`src/rtl/nand_seq_pkg.sv`:
```
package nand_seq_pkg;

  // register indices
  localparam logic [2:0] REG_CTRL   = 3'd0;
  localparam logic [2:0] REG_CTRL2  = 3'd1;
  localparam logic [2:0] REG_ADDRLO = 3'd2;
  localparam logic [2:0] REG_ADDRHI = 3'd3;
  localparam logic [2:0] REG_LEN    = 3'd4;
  localparam logic [2:0] REG_IRQ    = 3'd5;
  localparam logic [2:0] REG_STAT   = 3'd6;

  // control word bit positions
  localparam int B_START = 31;
  localparam int B_HASADDR = 30;
  localparam int B_RD = 26;
  localparam int B_WR = 25;
  localparam int B_CS = 19;
  localparam int B_CMD2EN = 8;

  typedef enum logic [3:0] {
    S_IDLE, S_CMD1, S_ADDR, S_WDATA, S_CMD2, S_TWB, S_WAITRB, S_RDATA, S_FINISH
  } seqState_t;

  typedef enum logic [1:0] {DQ_CMD1, DQ_ADDR, DQ_DATA, DQ_CMD2} dqSel_t;

  // control -> datapath
  typedef struct packed {
    logic   shAddr;
    logic   decCnt;
    logic   popTx;
    logic   pushRx;
    logic   setDone;
    logic   setXfer;
    dqSel_t dqSel;
  } seqStrobe_t;

  // datapath -> control
  typedef struct packed {
    logic start;
    logic hasAddr;
    logic isRd;
    logic isWr;
    logic cmd2En;
    logic lenZero;
    logic lenLast;
    logic addrLast;
    logic chipSel;
  } opInfo_t;

endpackage

```
`src/rtl/nand_seq_dp.sv`:
```
module nand_seq_dp
  import nand_seq_pkg::*;
#(
  parameter int LEN_W = 12
) (
  input  logic        clk,
  input  logic        rstN,
  input  logic        wrEn,
  input  logic [2:0]  wrAddr,
  input  logic [31:0] wrData,
  input  logic [2:0]  rdAddr,
  output logic [31:0] rdData,
  input  logic        busy,
  input  logic        nandRb,
  input  seqStrobe_t  strobe,
  output opInfo_t     info,
  output logic [7:0]  dqOut,
  input  logic [7:0]  txData,
  output logic        irqPending
);

  localparam int ADDR_BYTES = 6;
  localparam int SHIFT_W = ADDR_BYTES * 8;

  logic [31:0]        ctrlWord, ctrl2Word, addrHiReg;
  logic [15:0]        addrLoReg;
  logic [LEN_W-1:0]   lenReg, byteCnt;
  logic [SHIFT_W-1:0] addrShift;
  logic [3:0]         addrLeft;
  logic [7:0]         cmd2Op;
  logic               cmd2On, irqDone, irqXfer;
  logic               startReq, cfgWr, clrDone, clrXfer;

  assign cfgWr    = wrEn && !busy;
  assign startReq = cfgWr && (wrAddr == REG_CTRL) && wrData[B_START];
  assign clrDone  = wrEn && (wrAddr == REG_IRQ) && wrData[31];
  assign clrXfer  = wrEn && (wrAddr == REG_IRQ) && wrData[28];

  always_ff @(posedge clk) begin
    if (!rstN) begin
      ctrlWord  <= '0;
      ctrl2Word <= '0;
      addrLoReg <= '0;
      addrHiReg <= '0;
      lenReg    <= '0;
      addrShift <= '0;
      addrLeft  <= '0;
      byteCnt   <= '0;
      cmd2Op    <= '0;
      cmd2On    <= 1'b0;
      irqDone   <= 1'b0;
      irqXfer   <= 1'b0;
    end else begin
      if (cfgWr) begin
        case (wrAddr)
          REG_CTRL:   ctrlWord  <= wrData;
          REG_CTRL2:  ctrl2Word <= wrData;
          REG_ADDRLO: addrLoReg <= wrData[15:0];
          REG_ADDRHI: addrHiReg <= wrData;
          REG_LEN:    lenReg    <= wrData[LEN_W-1:0];
          default: ;
        endcase
      end
      if (startReq) begin
        addrShift <= {addrHiReg, addrLoReg};
        addrLeft  <= {1'b0, wrData[29:27]} + 4'd1;
        byteCnt   <= lenReg;
        cmd2Op    <= ctrl2Word[7:0];
        cmd2On    <= ctrl2Word[B_CMD2EN];
      end else begin
        if (strobe.shAddr) begin
          addrShift <= addrShift >> 8;
          addrLeft  <= addrLeft - 4'd1;
        end
        if (strobe.decCnt) byteCnt <= byteCnt - 1'b1;
      end
      // set wins over a same-cycle clear
      irqDone <= strobe.setDone | (irqDone & ~clrDone);
      irqXfer <= strobe.setXfer | (irqXfer & ~clrXfer);
    end
  end

  always_comb begin
    info.start    = startReq;
    info.hasAddr  = ctrlWord[B_HASADDR];
    info.isWr     = ctrlWord[B_WR];
    info.isRd     = ctrlWord[B_RD] & ~ctrlWord[B_WR];
    info.cmd2En   = cmd2On;
    info.lenZero  = (byteCnt == '0);
    info.lenLast  = (byteCnt == LEN_W'(1));
    info.addrLast = (addrLeft == 4'd1);
    info.chipSel  = ctrlWord[B_CS];
  end

  always_comb begin
    case (strobe.dqSel)
      DQ_CMD1: dqOut = ctrlWord[7:0];
      DQ_ADDR: dqOut = addrShift[7:0];
      DQ_DATA: dqOut = txData;
      default: dqOut = cmd2Op;
    endcase
  end

  always_comb begin
    case (rdAddr)
      REG_CTRL:   rdData = ctrlWord;
      REG_CTRL2:  rdData = ctrl2Word;
      REG_ADDRLO: rdData = {16'b0, addrLoReg};
      REG_ADDRHI: rdData = addrHiReg;
      REG_LEN:    rdData = 32'(lenReg);
      REG_IRQ:    rdData = {irqDone, 2'b0, irqXfer, 28'b0};
      REG_STAT:   rdData = {1'b0, nandRb, 29'b0, busy};
      default:    rdData = '0;
    endcase
  end

  assign irqPending = irqDone | irqXfer;

endmodule

```
`src/rtl/nand_seq_ctl.sv`:
```
module nand_seq_ctl
  import nand_seq_pkg::*;
#(
  parameter int T_LOW      = 2,
  parameter int T_HIGH     = 2,
  parameter int TWB_CYCLES = 4
) (
  input  logic       clk,
  input  logic       rstN,
  input  opInfo_t    info,
  input  logic       nandRb,
  output seqStrobe_t strobe,
  output logic       busy,
  output logic       cle,
  output logic       ale,
  output logic       weN,
  output logic       reN,
  output logic       dqOe,
  output logic [1:0] ceN
);

  localparam int BYTE_TICKS = T_LOW + T_HIGH;
  localparam int TICK_W = $clog2(BYTE_TICKS + 1);
  localparam int WB_W = $clog2(TWB_CYCLES + 1);

  seqState_t state, nextState;
  logic [TICK_W-1:0] tick;
  logic [WB_W-1:0]   wbCnt;
  logic byteState, writeState, byteDone;
  seqState_t afterAddr, afterData;

  assign writeState = (state == S_CMD1) || (state == S_ADDR) ||
                      (state == S_WDATA) || (state == S_CMD2);
  assign byteState  = writeState || (state == S_RDATA);
  assign byteDone   = byteState && (tick == TICK_W'(BYTE_TICKS - 1));

  assign afterData = info.cmd2En ? S_CMD2 : S_TWB;
  assign afterAddr = (info.isWr && !info.lenZero) ? S_WDATA : afterData;

  always_comb begin
    nextState = state;
    case (state)
      S_IDLE:   if (info.start) nextState = S_CMD1;
      S_CMD1:   if (byteDone) nextState = info.hasAddr ? S_ADDR : afterAddr;
      S_ADDR:   if (byteDone && info.addrLast) nextState = afterAddr;
      S_WDATA:  if (byteDone && info.lenLast) nextState = afterData;
      S_CMD2:   if (byteDone) nextState = S_TWB;
      S_TWB:    if (wbCnt == WB_W'(TWB_CYCLES - 1)) nextState = S_WAITRB;
      S_WAITRB: if (nandRb) nextState = (info.isRd && !info.lenZero) ? S_RDATA : S_FINISH;
      S_RDATA:  if (byteDone && info.lenLast) nextState = S_FINISH;
      S_FINISH: nextState = S_IDLE;
      default:  nextState = S_IDLE;
    endcase
  end

  always_ff @(posedge clk) begin
    if (!rstN) begin
      state <= S_IDLE;
      tick  <= '0;
      wbCnt <= '0;
    end else begin
      state <= nextState;
      tick  <= (byteDone || !byteState) ? '0 : tick + 1'b1;
      wbCnt <= (state == S_TWB) ? wbCnt + 1'b1 : '0;
    end
  end

  always_comb begin
    strobe.shAddr  = (state == S_ADDR) && byteDone;
    strobe.decCnt  = ((state == S_WDATA) || (state == S_RDATA)) && byteDone;
    strobe.popTx   = (state == S_WDATA) && byteDone;
    strobe.pushRx  = (state == S_RDATA) && (tick == TICK_W'(T_LOW - 1));
    strobe.setXfer = strobe.decCnt && info.lenLast;
    strobe.setDone = (state == S_FINISH);
    case (state)
      S_ADDR:  strobe.dqSel = DQ_ADDR;
      S_WDATA: strobe.dqSel = DQ_DATA;
      S_CMD2:  strobe.dqSel = DQ_CMD2;
      default: strobe.dqSel = DQ_CMD1;
    endcase
  end

  assign busy = (state != S_IDLE);
  assign cle  = (state == S_CMD1) || (state == S_CMD2);
  assign ale  = (state == S_ADDR);
  assign weN  = !(writeState && (tick < TICK_W'(T_LOW)));
  assign reN  = !((state == S_RDATA) && (tick < TICK_W'(T_LOW)));
  assign dqOe = writeState;
  assign ceN  = !busy ? 2'b11 : (info.chipSel ? 2'b01 : 2'b10);

endmodule

```
`src/rtl/nand_seq_top.sv`:
```
module nand_seq_top
  import nand_seq_pkg::*;
#(
  parameter int LEN_W      = 12,
  parameter int T_LOW      = 2,
  parameter int T_HIGH     = 2,
  parameter int TWB_CYCLES = 4
) (
  input  logic        clk,
  input  logic        rstN,
  input  logic        regWrEn,
  input  logic [2:0]  regWrAddr,
  input  logic [31:0] regWrData,
  input  logic [2:0]  regRdAddr,
  output logic [31:0] regRdData,
  output logic        irqPending,
  output logic [1:0]  nandCeN,
  output logic        nandCle,
  output logic        nandAle,
  output logic        nandWeN,
  output logic        nandReN,
  output logic [7:0]  nandDqOut,
  output logic        nandDqOe,
  input  logic [7:0]  nandDqIn,
  input  logic        nandRb,
  input  logic [7:0]  txData,
  output logic        txPop,
  output logic [7:0]  rxData,
  output logic        rxPush
);

  seqStrobe_t strobe;
  opInfo_t    info;
  logic       busy;

  nand_seq_dp #(.LEN_W(LEN_W)) u_dp (
    .clk(clk), .rstN(rstN),
    .wrEn(regWrEn), .wrAddr(regWrAddr), .wrData(regWrData),
    .rdAddr(regRdAddr), .rdData(regRdData),
    .busy(busy), .nandRb(nandRb), .strobe(strobe), .info(info),
    .dqOut(nandDqOut), .txData(txData), .irqPending(irqPending)
  );

  nand_seq_ctl #(.T_LOW(T_LOW), .T_HIGH(T_HIGH), .TWB_CYCLES(TWB_CYCLES)) u_ctl (
    .clk(clk), .rstN(rstN), .info(info), .nandRb(nandRb),
    .strobe(strobe), .busy(busy),
    .cle(nandCle), .ale(nandAle), .weN(nandWeN), .reN(nandReN),
    .dqOe(nandDqOe), .ceN(nandCeN)
  );

  assign txPop  = strobe.popTx;
  assign rxPush = strobe.pushRx;
  assign rxData = nandDqIn;

endmodule

```
`config.mk`:
```
export PLATFORM = sky130hd
export DESIGN_NAME = nand_seq_top
export DESIGN_NICKNAME = d
export VERILOG_FILES = /design/src/rtl/nand_seq_pkg.sv /design/src/rtl/nand_seq_dp.sv /design/src/rtl/nand_seq_ctl.sv /design/src/rtl/nand_seq_top.sv
export SDC_FILE = /design/constraint.sdc
export NUM_CORES = 1
export LEC_CHECK = 0
export BUFFER_PORTS_ARGS = -buffer_cell sky130_fd_sc_hd__buf_2
export CORE_UTILIZATION = 45
export CTS_CLUSTER_DIAMETER = 100
export DETAILED_ROUTE_END_ITERATION = 7
export SLEW_MARGIN = 20
export SYNTH_ARGS = -nofsm -noshare
export SYNTH_HDL_FRONTEND = slang
export SYNTH_SLANG_ARGS = --single-unit
```
`constraint.sdc`:
```
create_clock -name clk -period 6.09 [get_ports clk]
set_input_delay 0.609 -clock clk [delete_from_list [all_inputs] [get_ports clk]]
set_output_delay 0.609 -clock clk [all_outputs]
set_load 0.005 [all_outputs]
```
==> summary.txt, run 1 <==
Routed Antenna Nets = 0
syn avg cell area = 7.74 sq um
Placed Cells = 1531
clock slew at reported path FFs = 0.06 ns
RSZ-0062 raised after global routing = no
critical path peak fanout = 22
ys async rst share = 0%
Cells after Synth = 1251
starting DRC count in detailed routing = 768
Yosys warnings = 0
crit path capture type = output pin
port buffer count = 99
vias per cell = 5.67
post-placement setup slack = 2.77 ns
Placer Congestion = 0.866
worst hold path class = in -> reg
Worst-Margin Slew = 1.16 ns
dpl hpwl = 18.7 mm
Seq cells post-synth = 209
I/O pins = 116
CTS Hold Bufs = 0
startpoint types = flop
largest net degree at the start of global routing = 132
data required time at the worst endpoint = 5.48 ns
Initial Util = 45.9%
Area after DPL = 10100 sq um
global-route wire length before repair = 46.8 mm
final hold violations = 0
Final Power = 3.65 mW
setup slack, reg-to-reg = 3.33 ns
CTS Sinks = 209
crit-path cells = and2b_1, nand2_1, nor2_1, a222oi_1, a21oi_1, buf_2
Worst path slowest cell = dfxtp_1
initial antenna violation count = 1
Longest Clk Path Bufs = 3
hold_ws = 0.353 ns
setup TNS = 0 ns
Rows = 53
vias in the first global route = 8305
Post-Syn Area = 9680 sq um
synthesized net count = 1319
sequential area share after synthesis = 43.2%
WL/cell = 18.7 um
fin crit share = 54.7%
Nets = 1349
Die Height = 149 um
max-slew violations = 0
via count = 8925
status = completed
Synth Flop Type = dfxtp_1
fin area = 10900 sq um
CTS tree = done
Worst-Skew Late Latency = 0.51 ns
Num CTS Buffers = 23
final setup vio count = 0
DRC = 0
Post-synth EDFFs = 0
Post-Layout Cell Count = 1574
Final Util = 51.9%
power per cell area = 334 nW/um^2
Gates resized, CTS repair = 0
Final min period = 3.33 ns
Critical path buffers and inverters = 1
Root Buffer = clkbuf_16
Die Span X = 149 um
Leak = 4.08 nW
family with the most delay on the worst path = simple AND/OR/NAND/NOR gates
die area = 22100 sq um
max cap viols = 0
First-pass DRT Iterations = 7
kind of critical path = reg -> out
Core Box Area = 21100 sq um
Fillers = 2120
crit-path max cell delay = 0.85 ns
CP arrival = 2.72 ns
H-tree lvl count = 1
Max VDD drop = 0.171 mV
Remaining Overflow, GRT = 0
Total GRT Usage = 26.8%
Layout Skew = 0.0151 ns
setup bufs post-CTS = 0
Area Overhead vs Synth = 13.0%
highest clock rate = 300 MHz
final worst slack = 2.76 ns
Rel. slew slack = 22.5%
fraction of layout cells with a size suffix above 1 = 13.3%
DRT Wirelength = 29.4 mm
Synth cell types = 62
synth_stat cells (4+ instances only):
cell type  number  share of area [%]
buf_4           8               0.62
clkbuf_1       61                2.4
nand4_1         5               0.32
nor3_1         12               0.62
and2_1          4               0.26
a211oi_1        5               0.39
nor2b_1        11               0.71
a21oi_1       160                8.3
nand3_1        11               0.57
inv_1          16               0.62
a31oi_1         7               0.45
nand2b_1        6               0.39
o221ai_1       13                1.2
o21ai_0        15               0.78
mux4_2          4               0.93
a311oi_1       40                3.6
buf_6           5               0.58
dfxtp_1       209                 43
ha_1           10                1.3
xor2_1          6               0.54
nor2_1        134                5.2
nand2_1       348                 13
mux2i_1        44                4.5
buf_2          21                1.1
a22oi_1        21                1.6
nor4_1          4               0.26
a222oi_1        7               0.72
buf_1          10               0.39
area by class of cell:
class                      count  area, sq um  share of cell area [%]
tap                          275          344                    3.14
clock inverter                 8          119                    1.09
multi-input combinational    920         4960                    45.3
antenna                        1         2.50                  0.0229
sequential                   209         4180                    38.2
clock buffer                  34          687                    6.28
timing repair buffer         110          578                    5.28
inverter                      17         68.8                   0.629
path summary, 6_finish.rpt:
kind,startpoint,end,depth (start not counted)
max reg2reg,u_ctl.state[0],u_dp.ctrl2Word[18],5
max,u_ctl.state[0],nandDqOut[7],6
min,regWrData[20],u_dp.ctrlWord[20],3
min reg2reg,u_ctl.wbCnt[0],u_ctl.wbCnt[0],1
placed cells by master, fill, tap and decap left out, types with 16 or more instances in the layout:
master,count
mux2i_1,44
nand2_1,347
clkbuf_16,23
a21oi_1,160
a22oi_1,21
nor2_1,133
dfxtp_1,209
a311oi_1,40
inv_1,16
buf_2,99
power by group:
part / internal [mW] / switching [mW] / total (mW)
Clock: 0.906 / 0.570 / 1.48
Combinational: 0.242 / 0.401 / 0.643
Sequential: 1.43 / 0.102 / 1.53
routing by layer:
layer	part of all wire, %	vias up	track usage (%)	wire length [um]
li1	-	4367	-	-
met1	45	4237	36.2	13300
met3	5.8	47	4.14	1690
met2	47	274	44.4	13700
met5	0	-	0	0
met4	2.4	0	7.01	696
state kept, by name (all words and copies together) (netlist names):
| name | count |
|---|---|
| u_dp.addrShift | 48 |
| u_dp.addrHiReg | 32 |
| u_dp.ctrl2Word | 32 |
| u_dp.ctrlWord | 32 |
| u_dp.addrLoReg | 16 |
| u_dp.byteCnt | 12 |
| u_dp.lenReg | 12 |
| u_dp.cmd2Op | 8 |
| u_ctl.state | 4 |
| u_dp.addrLeft | 4 |
| u_ctl.tick | 3 |
| u_ctl.wbCnt | 3 |
| u_dp.cmd2On | 1 |
| u_dp.irqDone | 1 |
| u_dp.irqXfer | 1 |
logic make-up after synthesis:
logic type               share of synthesized area [%]
AND/OR/NAND/NOR                                   24.6
AO/OA/AOI/OAI                                     18.8
flip-flops                                        43.2
buffers and inverters                             5.70
multiplexers                                      5.60
adder cells (fa/ha/maj)                           1.29
XOR/XNOR                                         0.814
tightest hold or removal path, delay by kind of cell:
family | cells | cell delay, ns
buf+inv | 1 | 0.11
simple gates | 1 | 0.05
compound gates | 1 | 0.05
No activity file was read; power rests on OpenSTA's default activity.
==> run 2, diff against run 1 <==
--- a/config.mk
+++ b/config.mk
@@ -5,6 +5,7 @@
 export SDC_FILE = /design/constraint.sdc
 export NUM_CORES = 1
 export LEC_CHECK = 0
+export ABC_AREA = 1
 export BUFFER_PORTS_ARGS = -buffer_cell sky130_fd_sc_hd__buf_2
 export CORE_UTILIZATION = 45
 export CTS_CLUSTER_DIAMETER = 100
==> constraint.sdc (replaced) <==
create_clock -name clk -period 3.3 [get_ports clk]
set_input_delay 0.33 -clock clk [delete_from_list [all_inputs] [get_ports clk]]
set_output_delay 0.33 -clock clk [all_outputs]
set_load 0.005 [all_outputs]
==> run 2 against run 1 <==
Effect of this change:
- clock power is 72% higher
- clock skew is 0.0056 ns higher
- combinational power is 39% higher
- via count is 0.66% higher
- worst hold slack worse by 0.27 ns
- die area is 2.8% lower
- final cell count is 5.4% higher
- synthesized area is 2.8% lower
- clock-buffer cell count is 3 higher
- routed wire length is 1.0% lower
- largest power group unchanged
- highest routed layer unchanged
==> summary.txt, run 2 <==
status = completed
startpoint types = flop
Synth cell types = 37 (-40%)
Combinational Power Share = 14.3% (-3.3 points)
Switching Fraction = 27.8% (-1.6 points)
Worst-Skew Late Latency = 0.52 ns (about the same)
via count = 8984 (+0.66%)
max FFs per register = 48 (unchanged)
Root Buffer = clkbuf_16
highest clock rate = 382 MHz
Post-Syn Area = 9410 sq um (-2.8%)
Yosys warnings = 0 (unchanged)
I/O pins = 116 (unchanged)
sequential group share of total power = 44.9% (+2.9 points)
H-tree lvl count = 1 (unchanged)
Int Power = 4.48 mW (+74%)
port buffer count = 99 (unchanged)
critical path peak fanout = 11 (-50%)
setup TNS = 0 ns (unchanged)
most common cell after layout, fill and taps aside = nand2_1
Synth Flop Type = dfxtp_1
Die Height = 147 um (-1.4%)
Worst-Margin Slew = 0.990 ns (-0.166 ns)
setup bufs post-CTS = 0 (unchanged)
Seq cells post-synth = 209 (unchanged)
Remaining Overflow, GRT = 0 (unchanged)
Psw = 1.73 mW (+61%)
initial antenna violation count = 0 (-1)
most frequent cells in the layout = 265 x nand2_1, 209 x dfxtp_1, 190 x o21ai_0
largest net degree at the start of global routing = 69 (-48%)
Fillers = 2014 (-5.0%)
CTS Hold Bufs = 0 (unchanged)
ys async rst share = 0% (unchanged)
Nets = 1441 (+6.8%)
CP Launch Point = u_ctl.state[3]
final setup vio count = 0 (unchanged)
Clock power frac = 40.8% (+0.4 points)
Synth area leaders = dfxtp_1 44%, nand2_1 11%, o21ai_0 10%
CTS Sinks = 209 (unchanged)
Die Span X = 147 um (-1.4%)
RSZ-0062 raised after global routing = no
final hold violations = 0 (unchanged)
Max VDD drop = 0.330 mV (+93%)
power per cell area = 576 nW/um^2 (+73%)
Initial Util = 46.2% (+0.28 points)
Post-synth EDFFs = 0 (unchanged)
clock slew at reported path FFs = 0.06 ns (about the same)
dpl hpwl = 20.0 mm (+6.9%)
max cap viols = 0 (unchanged)
sequential area share after synthesis = 44.5% (+1.3 points)
max-slew violations = 0 (unchanged)
Area after DPL = 10000 sq um (-0.96%)
worst r2r dst = u_dp.addrShift[1]
crit path capture type = output pin
syn avg cell area = 7.15 sq um (-7.6%)
DRC = 0 (unchanged)
synthesized net count = 1383 (+4.9%)
Worst R2R Start = u_ctl.tick[0]
vias in the first global route = 8160 (-1.7%)
Routed Antenna Nets = 0 (unchanged)
data required time at the worst endpoint = 2.97 ns (-2.51 ns)
Synth area leader = dfxtp_1
area share of the largest cell type after synthesis = 44.5% (+1.3 points)
Rows = 52 (-1.9%)
Layout Skew = 0.0207 ns (+0.00564 ns)
Worst setup endpoint = nandDqOut[6]
Placer Congestion = 0.867 (+0.15%)
Gates resized, CTS repair = 0 (unchanged)
fin crit share = 79.4%
antenna cells = 0 (-1)
Most flops, register = u_dp.addrShift
vias per cell = 5.42 (-4.5%)
kind of critical path = reg -> out
global-route wire length before repair = 45.9 mm (-1.9%)
DRT Wirelength = 29.1 mm (-1.0%)
die area = 21500 sq um (-2.8%)
r2r worst-path depth = 8 (+3)
setup slack, reg-to-reg = 1.03 ns (-2.30 ns)
Rel. slew slack = 33.9% (+11 points)
Total GRT Usage = 26.9% (+0.073 points)
CP arrival = 2.29 ns (-0.43 ns)
Area Overhead vs Synth = 14.6%
Core Box Area = 20400 sq um (-3.4%)
Num CTS Buffers = 23 (unchanged)
WL/cell = 17.5 um (-6.1%)
most common cell in the netlist = nand2_1
Leak = 4.45 nW (+9.0%)
Cells after Synth = 1315 (+5.1%)
CTS tree = done
starting DRC count in detailed routing = 801 (+4.3%)
most instantiated cells after synthesis = 265 x nand2_1, 209 x dfxtp_1, 190 x o21ai_0, 148 x a21oi_1, 127 x nor2_1
fin area = 10800 sq um (-1.5%)
Longest Clk Path Bufs = 3 (unchanged)
worst hold path class = in -> reg
fraction of layout cells with a size suffix above 1 = 13.1% (-0.15 points)
First-pass DRT Iterations = 5 (-2)
Final min period = 2.62 ns
[run 2: kinds of logic after synthesis]
family                   synth area share (%)
AO/OA/AOI/OAI                            22.0
XOR/XNOR                                0.745
adder cells (fa/ha/maj)                  1.33
buffers and inverters                    8.23
flip-flops                               44.5
AND/OR/NAND/NOR                          23.2
[run 2: per-stage QoR]
step	cells	util [%]	setup slack, ns	total power [mW]	hold WS (ns)
after floorplan	1315	-	1.56	3.42	0.399
after global placement	1618	49.3	1.03	3.72	0.413
after detailed placement	1618	49.3	0.980	3.73	0.417
after CTS	1659	52.9	0.689	6.25	0.0698
after global routing	1659	52.9	0.506	6.48	0.0953
final	1659	52.9	0.679	6.21	0.0826
[run 2: worst max-delay path: stages, from the launching register on]
cell	delay, ns
dfxtp_1	0.37
nor2_4	0.25
inv_1	0.09
nor2_1	0.64
nand2_1	0.15
o2111ai_1	0.15
buf_2	0.14
[run 2: per-layer routing]
layer / part of all wire [%] / GRT usage [%]
met1: 48 / 38.9
met2: 46 / 43.1
met3: 5.1 / 2.75
met4: 1.5 / 5.83
met5: 0 / 0
[run 2: worst min-delay path by stage]
stage | start | end | slack, ns | cells after the start
after global placement | u_ctl.wbCnt[0] | u_ctl.wbCnt[0] | 0.41 | 1
final | regWrData[20] | u_dp.addrHiReg[20] | 0.08 | 3
after floorplan | u_ctl.wbCnt[0] | u_ctl.wbCnt[0] | 0.40 | 1
after global routing | regWrData[22] | u_dp.addrHiReg[22] | 0.1 | 3
after detailed placement | u_ctl.wbCnt[0] | u_ctl.wbCnt[0] | 0.42 | 1
after CTS | regWrData[20] | u_dp.addrHiReg[20] | 0.07 | 3
[run 2: cell type report]
cell class	count	area [sq um]	area share, %
Clock inverter	4	48.8	0.453
Inverter	98	368	3.41
Sequential cell	209	4180	38.8
Tap cell	270	338	3.13
Timing Repair Buffer	120	681	6.31
Multi-Input combinational cell	921	4470	41.4
Clock buffer	37	698	6.47
[run 2: power by group through the flow]
stage | clock, mW | sequential (mW) | combinational, mW
after CTS | 2.57 | 2.78 | 0.893
after global placement | 0 | 2.84 | 0.881
after floorplan | 0 | 2.80 | 0.620
after detailed placement | 0 | 2.84 | 0.889
after global routing | 2.68 | 2.80 | 1.01
final | 2.54 | 2.79 | 0.892
